`config.mk`:
```
export PLATFORM = sky130hd
export DESIGN_NAME = i2c_reg_target
export DESIGN_NICKNAME = d
export VERILOG_FILES = /design/src/rtl/i2c_tgt_pkg.sv /design/src/rtl/i2c_tgt_cond.sv /design/src/rtl/i2c_tgt_ptr.sv /design/src/rtl/i2c_reg_target.sv
export SDC_FILE = /design/constraint.sdc
export NUM_CORES = 1
export LEC_CHECK = 0
export BUFFER_PORTS_ARGS = -buffer_cell sky130_fd_sc_hd__clkbuf_2
export CORE_UTILIZATION = 55
export CTS_CLUSTER_DIAMETER = 100
export DETAILED_ROUTE_END_ITERATION = 10
export PLACE_DENSITY = 0.76
export SKIP_CTS_REPAIR_TIMING = 1
export SLEW_MARGIN = 20
export SYNTH_ARGS = -nofsm -noshare
export SYNTH_HDL_FRONTEND = slang
export SYNTH_HIERARCHICAL = 1
export SYNTH_SLANG_ARGS = --single-unit
```
`constraint.sdc`:
```
create_clock -name clk -period 3.7 [get_ports clk]
set_input_delay 0.555 -clock clk [delete_from_list [all_inputs] [get_ports clk]]
set_output_delay 0.555 -clock clk [all_outputs]
set_load 0.03 [all_outputs]
```
`src/rtl/i2c_tgt_pkg.sv`:
```
package i2c_tgt_pkg;

    typedef enum logic [3:0] {
        ST_IDLE,
        ST_ID,
        ST_ID_ACK,
        ST_PTR,
        ST_PTR_ACK,
        ST_WDAT,
        ST_WDAT_ACK,
        ST_RDAT,
        ST_RACK,
        ST_SKIP
    } tgt_state_t;

    localparam logic [3:0] ID_PREFIX = 4'b1010;

endpackage

```
`src/rtl/i2c_tgt_cond.sv`:
```
module i2c_tgt_cond #(
    parameter int STAGES = 2
) (
    input  logic clk,
    input  logic rst_n,
    input  logic scl_in,
    input  logic sda_in,
    output logic sda_lvl,
    output logic scl_rise,
    output logic scl_fall,
    output logic bus_start,
    output logic bus_stop
);

    logic [STAGES-1:0] scl_pipe, sda_pipe;
    logic              scl_prev, sda_prev;
    logic              scl_lvl;

    always_ff @(posedge clk or negedge rst_n) begin
        if (!rst_n) begin
            scl_pipe <= '1;
            sda_pipe <= '1;
            scl_prev <= 1'b1;
            sda_prev <= 1'b1;
        end else begin
            scl_pipe <= {scl_pipe[STAGES-2:0], scl_in};
            sda_pipe <= {sda_pipe[STAGES-2:0], sda_in};
            scl_prev <= scl_pipe[STAGES-1];
            sda_prev <= sda_pipe[STAGES-1];
        end
    end

    assign scl_lvl   = scl_pipe[STAGES-1];
    assign sda_lvl   = sda_pipe[STAGES-1];
    assign scl_rise  = scl_lvl & ~scl_prev;
    assign scl_fall  = ~scl_lvl & scl_prev;
    assign bus_start = scl_lvl & scl_prev & sda_prev & ~sda_lvl;
    assign bus_stop  = scl_lvl & scl_prev & ~sda_prev & sda_lvl;

endmodule

```
`src/rtl/i2c_tgt_ptr.sv`:
```
module i2c_tgt_ptr #(
    parameter int NLOC = 9,
    parameter int AW   = $clog2(NLOC)
) (
    input  logic          clk,
    input  logic          rst_n,
    input  logic          load,
    input  logic [7:0]    load_val,
    input  logic          step,
    output logic [AW-1:0] ptr
);

    localparam logic [AW-1:0] LAST = AW'(NLOC - 1);

    always_ff @(posedge clk or negedge rst_n) begin
        if (!rst_n) begin
            ptr <= '0;
        end else if (load) begin
            ptr <= (int'(load_val) < NLOC) ? load_val[AW-1:0] : '0;
        end else if (step) begin
            ptr <= (ptr == LAST) ? '0 : ptr + 1'b1;
        end
    end

endmodule

```
`src/rtl/i2c_reg_target.sv`:
```
module i2c_reg_target
    import i2c_tgt_pkg::*;
#(
    parameter int NLOC = 9,
    parameter int DW   = 8,
    parameter int SYNC = 2,
    localparam int AW  = $clog2(NLOC)
) (
    input  logic          clk,
    input  logic          rst_n,
    input  logic          boot_busy,
    input  logic [2:0]    strap,
    input  logic          scl_in,
    input  logic          sda_in,
    output logic          sda_pull,
    output logic [AW-1:0] reg_addr,
    output logic [DW-1:0] reg_wdata,
    output logic          reg_we,
    input  logic [DW-1:0] reg_rdata,
    output logic          stop_pulse
);

    localparam int CW = $clog2(DW + 1);
    localparam logic [CW-1:0] FULL = CW'(DW);

    tgt_state_t    state, nxt;
    logic          sda_lvl, scl_rise, scl_fall, bus_start, bus_stop;
    logic [CW-1:0] bitcnt;
    logic [DW-1:0] rx_sr, tx_sr;
    logic          mack, addressed, we_q, stop_q;
    logic [DW-1:0] wdata_q;
    logic          byte_done, id_ok, rx_state, ptr_load, ptr_step;

    i2c_tgt_cond #(.STAGES(SYNC)) u_cond (
        .clk      (clk),
        .rst_n    (rst_n),
        .scl_in   (scl_in),
        .sda_in   (sda_in),
        .sda_lvl  (sda_lvl),
        .scl_rise (scl_rise),
        .scl_fall (scl_fall),
        .bus_start(bus_start),
        .bus_stop (bus_stop)
    );

    i2c_tgt_ptr #(.NLOC(NLOC), .AW(AW)) u_ptr (
        .clk     (clk),
        .rst_n   (rst_n),
        .load    (ptr_load),
        .load_val(rx_sr[7:0]),
        .step    (ptr_step),
        .ptr     (reg_addr)
    );

    assign byte_done = scl_fall && (bitcnt == FULL);
    assign id_ok     = (rx_sr[7:4] == ID_PREFIX) && (rx_sr[3:1] == strap);
    assign rx_state  = (state == ST_ID) || (state == ST_PTR) || (state == ST_WDAT);
    assign ptr_load  = (state == ST_PTR) && (nxt == ST_PTR_ACK);
    assign ptr_step  = ((state == ST_WDAT_ACK) && (nxt == ST_WDAT)) ||
                       ((state == ST_RDAT) && (nxt == ST_RACK));

    // next-state decision
    always_comb begin
        nxt = state;
        if (boot_busy) begin
            nxt = ST_IDLE;
        end else if (bus_start) begin
            nxt = ST_ID;
        end else if (bus_stop) begin
            nxt = ST_IDLE;
        end else begin
            unique case (state)
                ST_IDLE:     nxt = ST_IDLE;
                ST_ID:       if (byte_done) nxt = id_ok ? ST_ID_ACK : ST_SKIP;
                ST_ID_ACK:   if (scl_fall)  nxt = rx_sr[0] ? ST_RDAT : ST_PTR;
                ST_PTR:      if (byte_done) nxt = ST_PTR_ACK;
                ST_PTR_ACK:  if (scl_fall)  nxt = ST_WDAT;
                ST_WDAT:     if (byte_done) nxt = ST_WDAT_ACK;
                ST_WDAT_ACK: if (scl_fall)  nxt = ST_WDAT;
                ST_RDAT:     if (byte_done) nxt = ST_RACK;
                ST_RACK:     if (scl_fall)  nxt = mack ? ST_RDAT : ST_SKIP;
                ST_SKIP:     nxt = ST_SKIP;
                default:     nxt = ST_IDLE;
            endcase
        end
    end

    // state register
    always_ff @(posedge clk or negedge rst_n) begin
        if (!rst_n) state <= ST_IDLE;
        else        state <= nxt;
    end

    // datapath registers
    always_ff @(posedge clk or negedge rst_n) begin
        if (!rst_n) begin
            bitcnt    <= '0;
            rx_sr     <= '0;
            tx_sr     <= '1;
            mack      <= 1'b0;
            addressed <= 1'b0;
            we_q      <= 1'b0;
            wdata_q   <= '0;
            stop_q    <= 1'b0;
        end else begin
            if (nxt != state)
                bitcnt <= '0;
            else if (scl_rise && (rx_state || state == ST_RDAT))
                bitcnt <= bitcnt + 1'b1;

            if (scl_rise && rx_state)
                rx_sr <= {rx_sr[DW-2:0], sda_lvl};

            if (nxt == ST_RDAT && state != ST_RDAT)
                tx_sr <= reg_rdata;
            else if (state == ST_RDAT && scl_fall && bitcnt != FULL)
                tx_sr <= {tx_sr[DW-2:0], 1'b1};

            if (state == ST_RACK && scl_rise)
                mack <= ~sda_lvl;

            if (boot_busy || bus_start || bus_stop)
                addressed <= 1'b0;
            else if (state == ST_ID && nxt == ST_ID_ACK)
                addressed <= 1'b1;

            we_q <= (state == ST_WDAT) && (nxt == ST_WDAT_ACK);
            if ((state == ST_WDAT) && (nxt == ST_WDAT_ACK))
                wdata_q <= rx_sr;

            stop_q <= bus_stop && addressed && !boot_busy;
        end
    end

    // outputs
    always_comb begin
        unique case (state)
            ST_ID_ACK, ST_PTR_ACK, ST_WDAT_ACK: sda_pull = 1'b1;
            ST_RDAT:                            sda_pull = ~tx_sr[DW-1];
            default:                            sda_pull = 1'b0;
        endcase
        reg_we     = we_q;
        reg_wdata  = wdata_q;
        stop_pulse = stop_q;
    end

endmodule

```
==> impl_results.md, run 1 <==
* Post-layout util at 0.644
* Die width at 69.3 um
* Final max-slew violation count at 0
* DR iter-0 viols at 191
* IO Port Bufs at 30
* Crit. End Element: flip-flop
* Worst setup path endpoint: u_ptr/ptr[3]
* Detail Route Antenna Nets at 0
* P_int at 0.731 mW
* RSZ-0062 raised after global routing: no
* Most common flop cell mapped by yosys: dfrtp_1
* Layout area overhead at 12.6%
* Leak at 1.29 nW
* Clock network fraction of total power at 0.396
* Antenna violations before repair at 0
* Critical Path Source Type: flip-flop
* Post-Layout Inst Area at 2800 um^2
* GR Util met1 at 0.314
* Clock Latency Late Sink at 300 ps
* Grt met3 use at 0.0363
* CTS tree: built
* Antenna Cells at 0
* Reg-to-reg startpoint: u_cond/scl_prev
* Vias per Instance at 6.03
* Layout Nets at 281
* Num ports at 31
* Pwr/cell area at 333 nW/um^2
* Comb pwr share at 0.047
* Reg power frac at 0.557
* EDFF count, synth at 0
* Synthesized flop and latch total at 46
* Ys Warns at 6
* Routability congestion estimate at 0.908
* Status: complete, no violations
* Clk buf depth at 2
* Max FO, Critical Path at 6
* Synth Area per Inst at 11.0 um^2
* Clock root buffer: clkbuf_8
* Worst Skew at 7.19 ps
* Met2 Usage GRT at 0.357
* Initial Util at 0.572
* Synth Instances at 227
* Worst VDD drop at 0.293 mV
* Reg-to-Reg End: u_ptr/ptr[3]
* Syn nets at 247
* Rel. slew slack at 0.424
* Clock slew at reported path FFs at 80 ps
* Max-Cap Viols at 0
* Crit. Startpoint: u_cond/scl_prev
* DR vias at 1893
* Detail Placement HPWL at 3690 um
* Die height at 69.3 um
* Most used routing layer: met2
* Slew @ Worst Pin at 860 ps
* Reg2Reg Depth at 11
* Worst Path Required at 3920 ps
* Switching Share at 0.216
* WL per Instance at 16.4 um
* Largest net degree at the start of global routing at 27
* Seq/Total Area, Yosys at 0.469
* Final number of setup-violating endpoints at 0
* Total CTS buffers at 5
* HP Class: input pin to asynchronous set/reset pin
* Total Die Area at 4800 um^2
* GR Overflow Total at 0
* H-Tree Depth at 2
* Pre-antenna DRT Iters at 4
* Setup TNS at 0 ps
* FP Rows at 24
* Drc violations at 0
* First-pass GRT wire length at 8530 um
* All-Layer GR Usage at 0.225
* Netlist Area Pre-Place at 2490 um^2
* Final period util at 0.915
* Vias in the first global route at 1789
* Share of cells above drive strength 1 at 0.363
* Clk sink count at 46
* Ys async rst share at 1.00
* Fmax at 295 MHz
* Hold Fails Final Rpt at 0
* DP Area at 2690 um^2
* Core ar. at 4350 um^2
* Switching power total at 0.201 mW
* Worst Path Arrival at 3600 ps
* Synth unique cells at 56
* Crit Path Category: flip-flop to flip-flop
* Min Clock Period, post-route at 3390 ps
* Total length of routed wires at 5150 um
* R2R Setup Slk at 310 ps
==> cells in the mapped netlist, types with 2 or more instances <==
master     instances  area [um^2]
dfstp_2           14          368
nand3_1            8         40.0
mux2_2            31          349
xnor2_1            2         17.5
a22oi_1            2         15.0
xor2_1             4         35.0
inv_1              8         30.0
dfrtp_1           32          801
nor3_1             2         10.0
ha_1               4         50.1
nor2_1            19         71.3
and4b_1            3         30.0
nor4_1             2         12.5
nand2b_1           3         18.8
buf_2              4         20.0
a21o_1             3         22.5
a311oi_1           2         17.5
a2111oi_0          2         17.5
nor4b_1            4         35.0
nor3b_1            3         22.5
nor2b_1            6         37.5
buf_4              2         15.0
nand2_1           15         56.3
a21oi_1           10         50.1
o211ai_1           2         15.0
o21ai_0           10         50.1
==> worst min-delay path by stage <==
stage / from / end / slack (ps)
2_1_floorplan: rst_n / addressed / 260
3_3_place_gp: u_cond/scl_pipe[0] / u_cond/scl_pipe[1] / 350
3_5_place_dp: u_cond/scl_pipe[0] / u_cond/scl_pipe[1] / 350
4_1_cts: rst_n / state[2] / 310
5_1_grt: sda_in / u_cond/sda_pipe[0] / 320
6_report: rst_n / bitcnt[0] / 290
==> layout by cell type (no fill, tap or decap), types with 3 or more instances in the layout <==
| cell type | Yosys | routed |
|---|---|---|
| ha_1 | 4 | 4 |
| xor2_1 | 4 | 4 |
| nand3_1 | 8 | 8 |
| nor4b_1 | 4 | 4 |
| dfstp_2 | 14 | 14 |
| a21oi_1 | 10 | 10 |
| clkbuf_2 | 0 | 30 |
| clkbuf_8 | 0 | 5 |
| nor2_1 | 19 | 19 |
| mux2_2 | 31 | 31 |
| o21ai_0 | 10 | 10 |
| a21o_1 | 3 | 3 |
| buf_4 | 2 | 5 |
| nor3b_1 | 3 | 3 |
| nand2_1 | 15 | 15 |
| inv_1 | 8 | 8 |
| nand2b_1 | 3 | 3 |
| nor2b_1 | 6 | 6 |
| and4b_1 | 3 | 3 |
| dfrtp_1 | 32 | 32 |
==> power by group through the flow <==
stage | clock network [mW] | registers (mW) | logic [mW]
2_1_floorplan | 0 | 0.526 | 0.0208
3_3_place_gp | 0 | 0.529 | 0.0431
3_5_place_dp | 0 | 0.529 | 0.0439
4_1_cts | 0.378 | 0.520 | 0.0443
5_1_grt | 0.394 | 0.521 | 0.0492
6_report | 0.369 | 0.520 | 0.0436
==> critical path, stage by stage, from the launching register on <==
cell	delay, ps
dfstp_2	540
nor2b_1	310
nand4b_1	230
nand2_1	130
a21oi_1	70
a311oi_1	660
o2bb2ai_1	180
a2111oi_0	480
buf_4	220
nor4b_1	220
o21ai_0	130
a22oi_1	140
==> metrics by stage <==
stage | worst slack [ps] | power (mW) | hold slack (ps) | instances
floorplan | 418 | 0.547 | 259 | 227
global placement | 607 | 0.572 | 346 | 306
detailed placement | 406 | 0.573 | 353 | 306
CTS | 376 | 0.942 | 313 | 314
global route | 5.37 | 0.964 | 321 | 314
finish | 314 | 0.932 | 291 | 314
==> flip-flops by register name, indices dropped and copies added (netlist names), 2 cells and up <==
register         flops
tx_sr                8
u_ptr/ptr            4
u_cond/scl_pipe      2
state                4
bitcnt               4
u_cond/sda_pipe      2
reg_wdata            8
rx_sr                8
==> layout make-up <==
cell class                      count  area, um^2
Inverter                            8        30.0
Fill cell                         337        1550
Clock buffer                        6        72.6
Clock inverter                      2        37.5
Multi-Input combinational cell    165        1240
Timing Repair Buffer               35         188
Sequential cell                    46        1170
Tap cell                           52        65.1
==> cells by family (layout without fill, tap and decap cells) <==
group / after synthesis / in the layout / synth area share
simple gates: 79 / 79 / 0.193
flops: 46 / 46 / 0.469
compound gates: 44 / 44 / 0.120
mux: 32 / 32 / 0.144
buf+inv: 16 / 51 / 0.0322
xor+xnor: 6 / 6 / 0.0211
fa+ha+maj: 4 / 4 / 0.0201
==> metal layers <==
layer | wire length (um) | vias up | part of all wire
met4 | 43 | 0 | 0.0083
met1 | 2390 | 918 | 0.46
met5 | 0 | - | 0
met2 | 2470 | 71 | 0.48
met3 | 248 | 6 | 0.048
li1 | - | 898 | -
(Power assumes the default switching activity.)
==> inputs of run 2 (changes only) <==
--- a/config.mk
+++ b/config.mk
@@ -5,7 +5,9 @@
 export SDC_FILE = /design/constraint.sdc
 export NUM_CORES = 1
 export LEC_CHECK = 0
+export ABC_AREA = 0
 export BUFFER_PORTS_ARGS = -buffer_cell sky130_fd_sc_hd__clkbuf_2
+export CORE_MARGIN = 10
 export CORE_UTILIZATION = 55
 export CTS_CLUSTER_DIAMETER = 100
 export DETAILED_ROUTE_END_ITERATION = 10
==> impl_results.md, run 2 (synthesis results as in run 1) <==
* Initial Util at 0.568 (was 0.572)
* Worst Path Required at 3920 ps (about the same)
* H-Tree Depth at 2 (unchanged)
* Layout Nets at 280 (was 281)
* Largest net degree at the start of global routing at 47 (was 27)
* Switching Share at 0.237 (was 0.216)
* Drc violations at 0 (unchanged)
* Met2 Usage GRT at 0.218 (was 0.357)
* Worst Path Arrival at 3500 ps (was 3600 ps)
* Clk sink count at 46 (unchanged)
* Final period util at 0.886 (was 0.915)
* Min Clock Period, post-route at 3280 ps (was 3390 ps)
* Worst Skew at 7.58 ps (was 7.19 ps)
* Commonest non-fill, non-tap cells in the layout: dfrtp_1, mux2_2, clkbuf_2 (unchanged)
* Antenna violations before repair at 0 (unchanged)
* Placed cell count at 305 (was 306)
* DR vias at 1874 (was 1893)
* Die width at 87.3 um (was 69.3 um)
* IO Port Bufs at 30 (unchanged)
* Max-Cap Viols at 0 (unchanged)
* Fmax at 305 MHz (was 295 MHz)
* Detail Route Antenna Nets at 0 (unchanged)
* Setup ws final at 423 ps (was 314 ps)
* Total Die Area at 7620 um^2 (was 4800 um^2)
* RSZ-0062 raised after global routing: no (unchanged)
* Hold Fails Final Rpt at 0 (unchanged)
* Leak at 1.27 nW (was 1.29 nW)
* Final number of setup-violating endpoints at 0 (unchanged)
* Max FO, Critical Path at 11 (was 6)
* Reg-to-Reg End: u_ptr/ptr[3] (unchanged)
* Crit. End Element: flip-flop (unchanged)
* Vias in the first global route at 1894 (was 1789)
* Clk buf depth at 2 (unchanged)
* Overall power at 0.868 mW (was 0.932 mW)
* Total CTS buffers at 5 (unchanged)
* Routability congestion estimate at 0.946 (was 0.908)
* Pre-antenna DRT Iters at 5 (was 4)
* R2R Setup Slk at 420 ps (was 310 ps)
* GR Overflow Total at 0 (unchanged)
* Crit Path Category: flip-flop to flip-flop (unchanged)
* Clock slew at reported path FFs at 90 ps (was 80 ps)
* HP Class: input pin to asynchronous set/reset pin (unchanged)
* Antenna Cells at 0 (unchanged)
* FP Rows at 24 (unchanged)
* Layout area overhead at 11.4% (was 12.6%)
* FILL cells at 347 (was 337)
* Status: complete, no violations (unchanged)
* Place WS at 238 ps (was 406 ps)
* Grt met3 use at 0.0449 (was 0.0363)
* Slew @ Worst Pin at 768 ps (was 860 ps)
* Clock network fraction of total power at 0.353 (was 0.396)
* Worst setup path endpoint: u_ptr/ptr[3] (unchanged)
* Final max-slew violation count at 0 (unchanged)
* Reg2Reg Depth at 11 (unchanged)
* DR iter-0 viols at 134 (was 191)
* Final Non-Filler Cells at 313 (was 314)
* Critical Path Source Type: flip-flop (unchanged)
* Worst VDD drop at 0.274 mV (was 0.293 mV)
* Commonest non-fill, non-tap cell in the layout: dfrtp_1 (unchanged)
* Num ports at 31 (unchanged)
* Core ar. at 4380 um^2 (was 4350 um^2)
* Crit. Startpoint: u_cond/scl_prev (unchanged)
* Pwr/cell area at 313 nW/um^2 (was 333 nW/um^2)
* Switching power total at 0.206 mW (was 0.201 mW)
* First-pass GRT wire length at 8930 um (was 8530 um)
* Rel. slew slack at 0.486 (was 0.424)
* Setup TNS at 0 ps (unchanged)
* Detail Placement HPWL at 3810 um (was 3690 um)
* Total length of routed wires at 5200 um (was 5150 um)
* P_int at 0.663 mW (was 0.731 mW)
* Clock Latency Late Sink at 310 ps (was 300 ps)
* Clock root buffer: clkbuf_8 (unchanged)
* Vias per Instance at 5.99 (was 6.03)
* WL per Instance at 16.6 um (was 16.4 um)
* Most used routing layer: met2 (unchanged)
* Comb pwr share at 0.049 (was 0.047)
* GR Util met1 at 0.182 (was 0.314)
* Reg-to-reg startpoint: u_cond/scl_prev (unchanged)
* Die height at 87.3 um (was 69.3 um)
* Reg power frac at 0.599 (was 0.557)
* Post-layout util at 0.633 (was 0.644)
* All-Layer GR Usage at 0.143 (was 0.225)
* CTS tree: built (unchanged)
* Share of cells above drive strength 1 at 0.364 (was 0.363)
[run 2: worst min-delay path by stage]
stage                                    end  slack (ps)  depth (start not counted)
after floorplan                    addressed         260                          0
after global placement    u_cond/scl_pipe[1]         350                          0
after detailed placement  u_cond/scl_pipe[1]         350                          0
after CTS                 u_cond/sda_pipe[0]         320                          1
after global routing      u_cond/scl_pipe[0]         320                          1
final                           reg_wdata[4]         310                          2
[run 2: final cells by class]
cell class	count	area [um^2]	share of cell area
Sequential cell	46	1170	0.421
Inverter	8	30.0	0.0108
Clock inverter	2	13.8	0.00496
Multi-Input combinational cell	165	1240	0.448
Clock buffer	6	72.6	0.0262
Timing Repair Buffer	34	180	0.0650
Tap cell	52	65.1	0.0235
[run 2: worst max-delay path, cell delays in order, from the launching register on]
cell and delay (ps):
dfstp_2 550, nor2b_2 370, nand4b_1 250, nand2_1 120, a21oi_1 70, a311oi_1 590
o2bb2ai_1 140, a2111oi_0 430, buf_4 210, nor4b_1 210, o21ai_0 120, a22oi_1 140
[run 2: routing by layer]
layer | wire [um] | vias to the layer above | share of wire
met2 | 2440 | 58 | 0.47
met1 | 2340 | 910 | 0.45
met4 | 77 | 0 | 0.015
li1 | - | 898 | -
met5 | 0 | - | 0
met3 | 339 | 8 | 0.065
[run 2: per-stage QoR]
step                instance area, um^2  hold WS (ps)
CTS                                2770           321
detailed placement                 2690           347
global placement                   2690           346
global route                       2770           315
floorplan                          2490           259
finish                             2770           315
[run 2: power groups by stage]
stage | clock network [mW] | logic (mW) | registers [mW]
floorplan | 0 | 0.0208 | 0.526
global placement | 0 | 0.0421 | 0.529
detailed placement | 0 | 0.0426 | 0.529
CTS | 0.313 | 0.0427 | 0.520
global route | 0.333 | 0.0473 | 0.521
finish | 0.306 | 0.0422 | 0.520
==> inputs of run 3 (changes only) <==
--- a/config.mk
+++ b/config.mk
@@ -7,11 +7,13 @@
 export LEC_CHECK = 0
 export ABC_AREA = 0
 export BUFFER_PORTS_ARGS = -buffer_cell sky130_fd_sc_hd__clkbuf_2
+export CELL_PAD_IN_SITES_DETAIL_PLACEMENT = 0
+export CELL_PAD_IN_SITES_GLOBAL_PLACEMENT = 2
 export CORE_MARGIN = 10
-export CORE_UTILIZATION = 55
+export CORE_UTILIZATION = 38
 export CTS_CLUSTER_DIAMETER = 100
 export DETAILED_ROUTE_END_ITERATION = 10
-export PLACE_DENSITY = 0.76
+export PLACE_DENSITY_LB_ADDON = 0.1
 export SKIP_CTS_REPAIR_TIMING = 1
 export SLEW_MARGIN = 20
 export SYNTH_ARGS = -nofsm -noshare
==> impl_results.md, run 3 (synthesis results as in run 1) <==
* Status: complete, no violations (unchanged)
* Final max-slew violation count at 0 (unchanged)
* Reg area at 1170 um^2 (unchanged)
* Routability congestion estimate at 0.884 (was 0.946)
* Fmax at 316 MHz (was 305 MHz)
* Max-Cap Viols at 0 (unchanged)
* Min Clock Period, post-route at 3160 ps (was 3280 ps)
* HP Class: input pin to asynchronous set/reset pin (unchanged)
* Commonest non-fill, non-tap cell in the layout: dfrtp_1 (unchanged)
* Multi-input logic area at 1250 um^2 (was 1240 um^2)
* RSZ-0062 raised after global routing: no (unchanged)
* Worst Path Arrival at 3380 ps (was 3500 ps)
* DP Area at 2740 um^2 (was 2690 um^2)
* Clk sink count at 46 (unchanged)
* Die height at 101 um (was 87.3 um)
* Final number of setup-violating endpoints at 0 (unchanged)
* Clk buf depth at 2 (unchanged)
* Slew @ Worst Pin at 815 ps (was 768 ps)
* Vias per Instance at 5.49 (was 5.99)
* Clock slew at reported path FFs at 90 ps (about the same)
* Clock root buffer: clkbuf_8 (unchanged)
* Post-Layout Inst Area at 2860 um^2 (was 2770 um^2)
* Crit. End Element: flip-flop (unchanged)
* Rel. slew slack at 0.454 (was 0.486)
* Initial Util at 0.392 (was 0.568)
* Worst VDD drop at 0.172 mV (was 0.274 mV)
* Clock Latency Late Sink at 300 ps (was 310 ps)
* Num ports at 31 (unchanged)
* DR vias at 1873 (was 1874)
* Worst Skew at 5.39 ps (was 7.58 ps)
* Vias in the first global route at 1889 (was 1894)
* Total CTS buffers at 5 (unchanged)
* Antenna Cells at 0 (unchanged)
* FP Rows at 29 (was 24)
* Antenna violations before repair at 0 (unchanged)
* CTS tree: built (unchanged)
* Layout area overhead at 14.7% (was 11.4%)
* Pwr/cell area at 329 nW/um^2 (was 313 nW/um^2)
* Worst Path Required at 3920 ps (about the same)
* Largest net degree at the start of global routing at 25 (was 47)
* WL per Instance at 17.0 um (was 16.6 um)
* DR iter-0 viols at 90 (was 134)
* Hold Fails Final Rpt at 0 (unchanged)
* Pre-antenna DRT Iters at 4 (was 5)
* IO Port Bufs at 30 (unchanged)
* Total length of routed wires at 5780 um (was 5200 um)
* H-Tree Depth at 2 (unchanged)
* Leak at 1.30 nW (was 1.27 nW)
* Detail Route Antenna Nets at 0 (unchanged)
* First-pass GRT wire length at 9630 um (was 8930 um)
* Drc violations at 0 (unchanged)
* Die width at 101 um (was 87.3 um)
* Layout Nets at 283 (was 280)
* Critical Path Source Type: flip-flop (unchanged)
* Detail Placement HPWL at 4280 um (was 3810 um)
* Share of cells above drive strength 1 at 0.371 (was 0.364)
* All-Layer GR Usage at 0.116 (was 0.143)
* Crit Path Category: flip-flop to flip-flop (unchanged)
* Commonest non-fill, non-tap cells in the layout: dfrtp_1, mux2_2, clkbuf_2 (unchanged)
* Total Die Area at 10200 um^2 (was 7620 um^2)
* Final period util at 0.855 (was 0.886)
* FILL cells at 632 (was 347)
* Setup TNS at 0 ps (unchanged)
* Core ar. at 6350 um^2 (was 4380 um^2)
* Max FO, Critical Path at 7 (was 11)
* GR Overflow Total at 0 (unchanged)
==> run 3: critical path: stages (launching register included) <==
cell and delay, ps:
dfstp_2 550, nor2b_1 380, nand4b_1 250, nand2_1 130
a21oi_1 80, a311oi_2 420, o2bb2ai_1 140, a2111oi_0 430
buf_4 210, nor4b_1 210, o21ai_0 120, a22oi_1 140
==> run 3: final timing paths <==
kind,from,end,slack (ps),cells after the start
max,u_cond/scl_prev,u_ptr/ptr[3],540,11
min,rst_n,u_ptr/ptr[2],260,1
max reg2reg,u_cond/scl_prev,u_ptr/ptr[3],540,11
min reg2reg,u_cond/sda_pipe[0],u_cond/sda_pipe[1],360,0
max in group asynchronous,rst_n,u_cond/scl_prev,2650,2
min in group clk,scl_in,u_cond/scl_pipe[0],330,1
==> run 3: stage by stage <==
stage          cells  setup WS [ps]  total power [mW]  utilization  hold WS [ps]
6_report         341            538             0.939        0.450           256
2_1_floorplan    227            418             0.547            -           259
3_5_place_dp     333            333             0.575        0.431           347
5_1_grt          341           43.8             0.984        0.450           295
3_3_place_gp     333            479             0.574        0.431           345
4_1_cts          341            311             0.958        0.449           279
==> run 3: where the power goes <==
part	switching (mW)	internal [mW]
clock network	0.173	0.202
logic	0.0265	0.0175
registers	0.00825	0.512
==> run 3: cell type report <==
| class | instances | share of cell area |
|---|---|---|
| Multi-Input combinational cell | 165 | 0.437 |
| Timing Repair Buffer | 37 | 0.0710 |
| Sequential cell | 46 | 0.409 |
| Tap cell | 77 | 0.0337 |
| Clock buffer | 6 | 0.0254 |
| Clock inverter | 2 | 0.0131 |
| Inverter | 8 | 0.0105 |
==> run 3: metal layers <==
layer | global-route usage | up-vias | wire length, um
met3 | 0.0309 | 6 | 291
met4 | 0.0268 | 0 | 59
met1 | 0.159 | 915 | 2720
met2 | 0.177 | 45 | 2710
met5 | 0 | - | 0
li1 | - | 907 | -
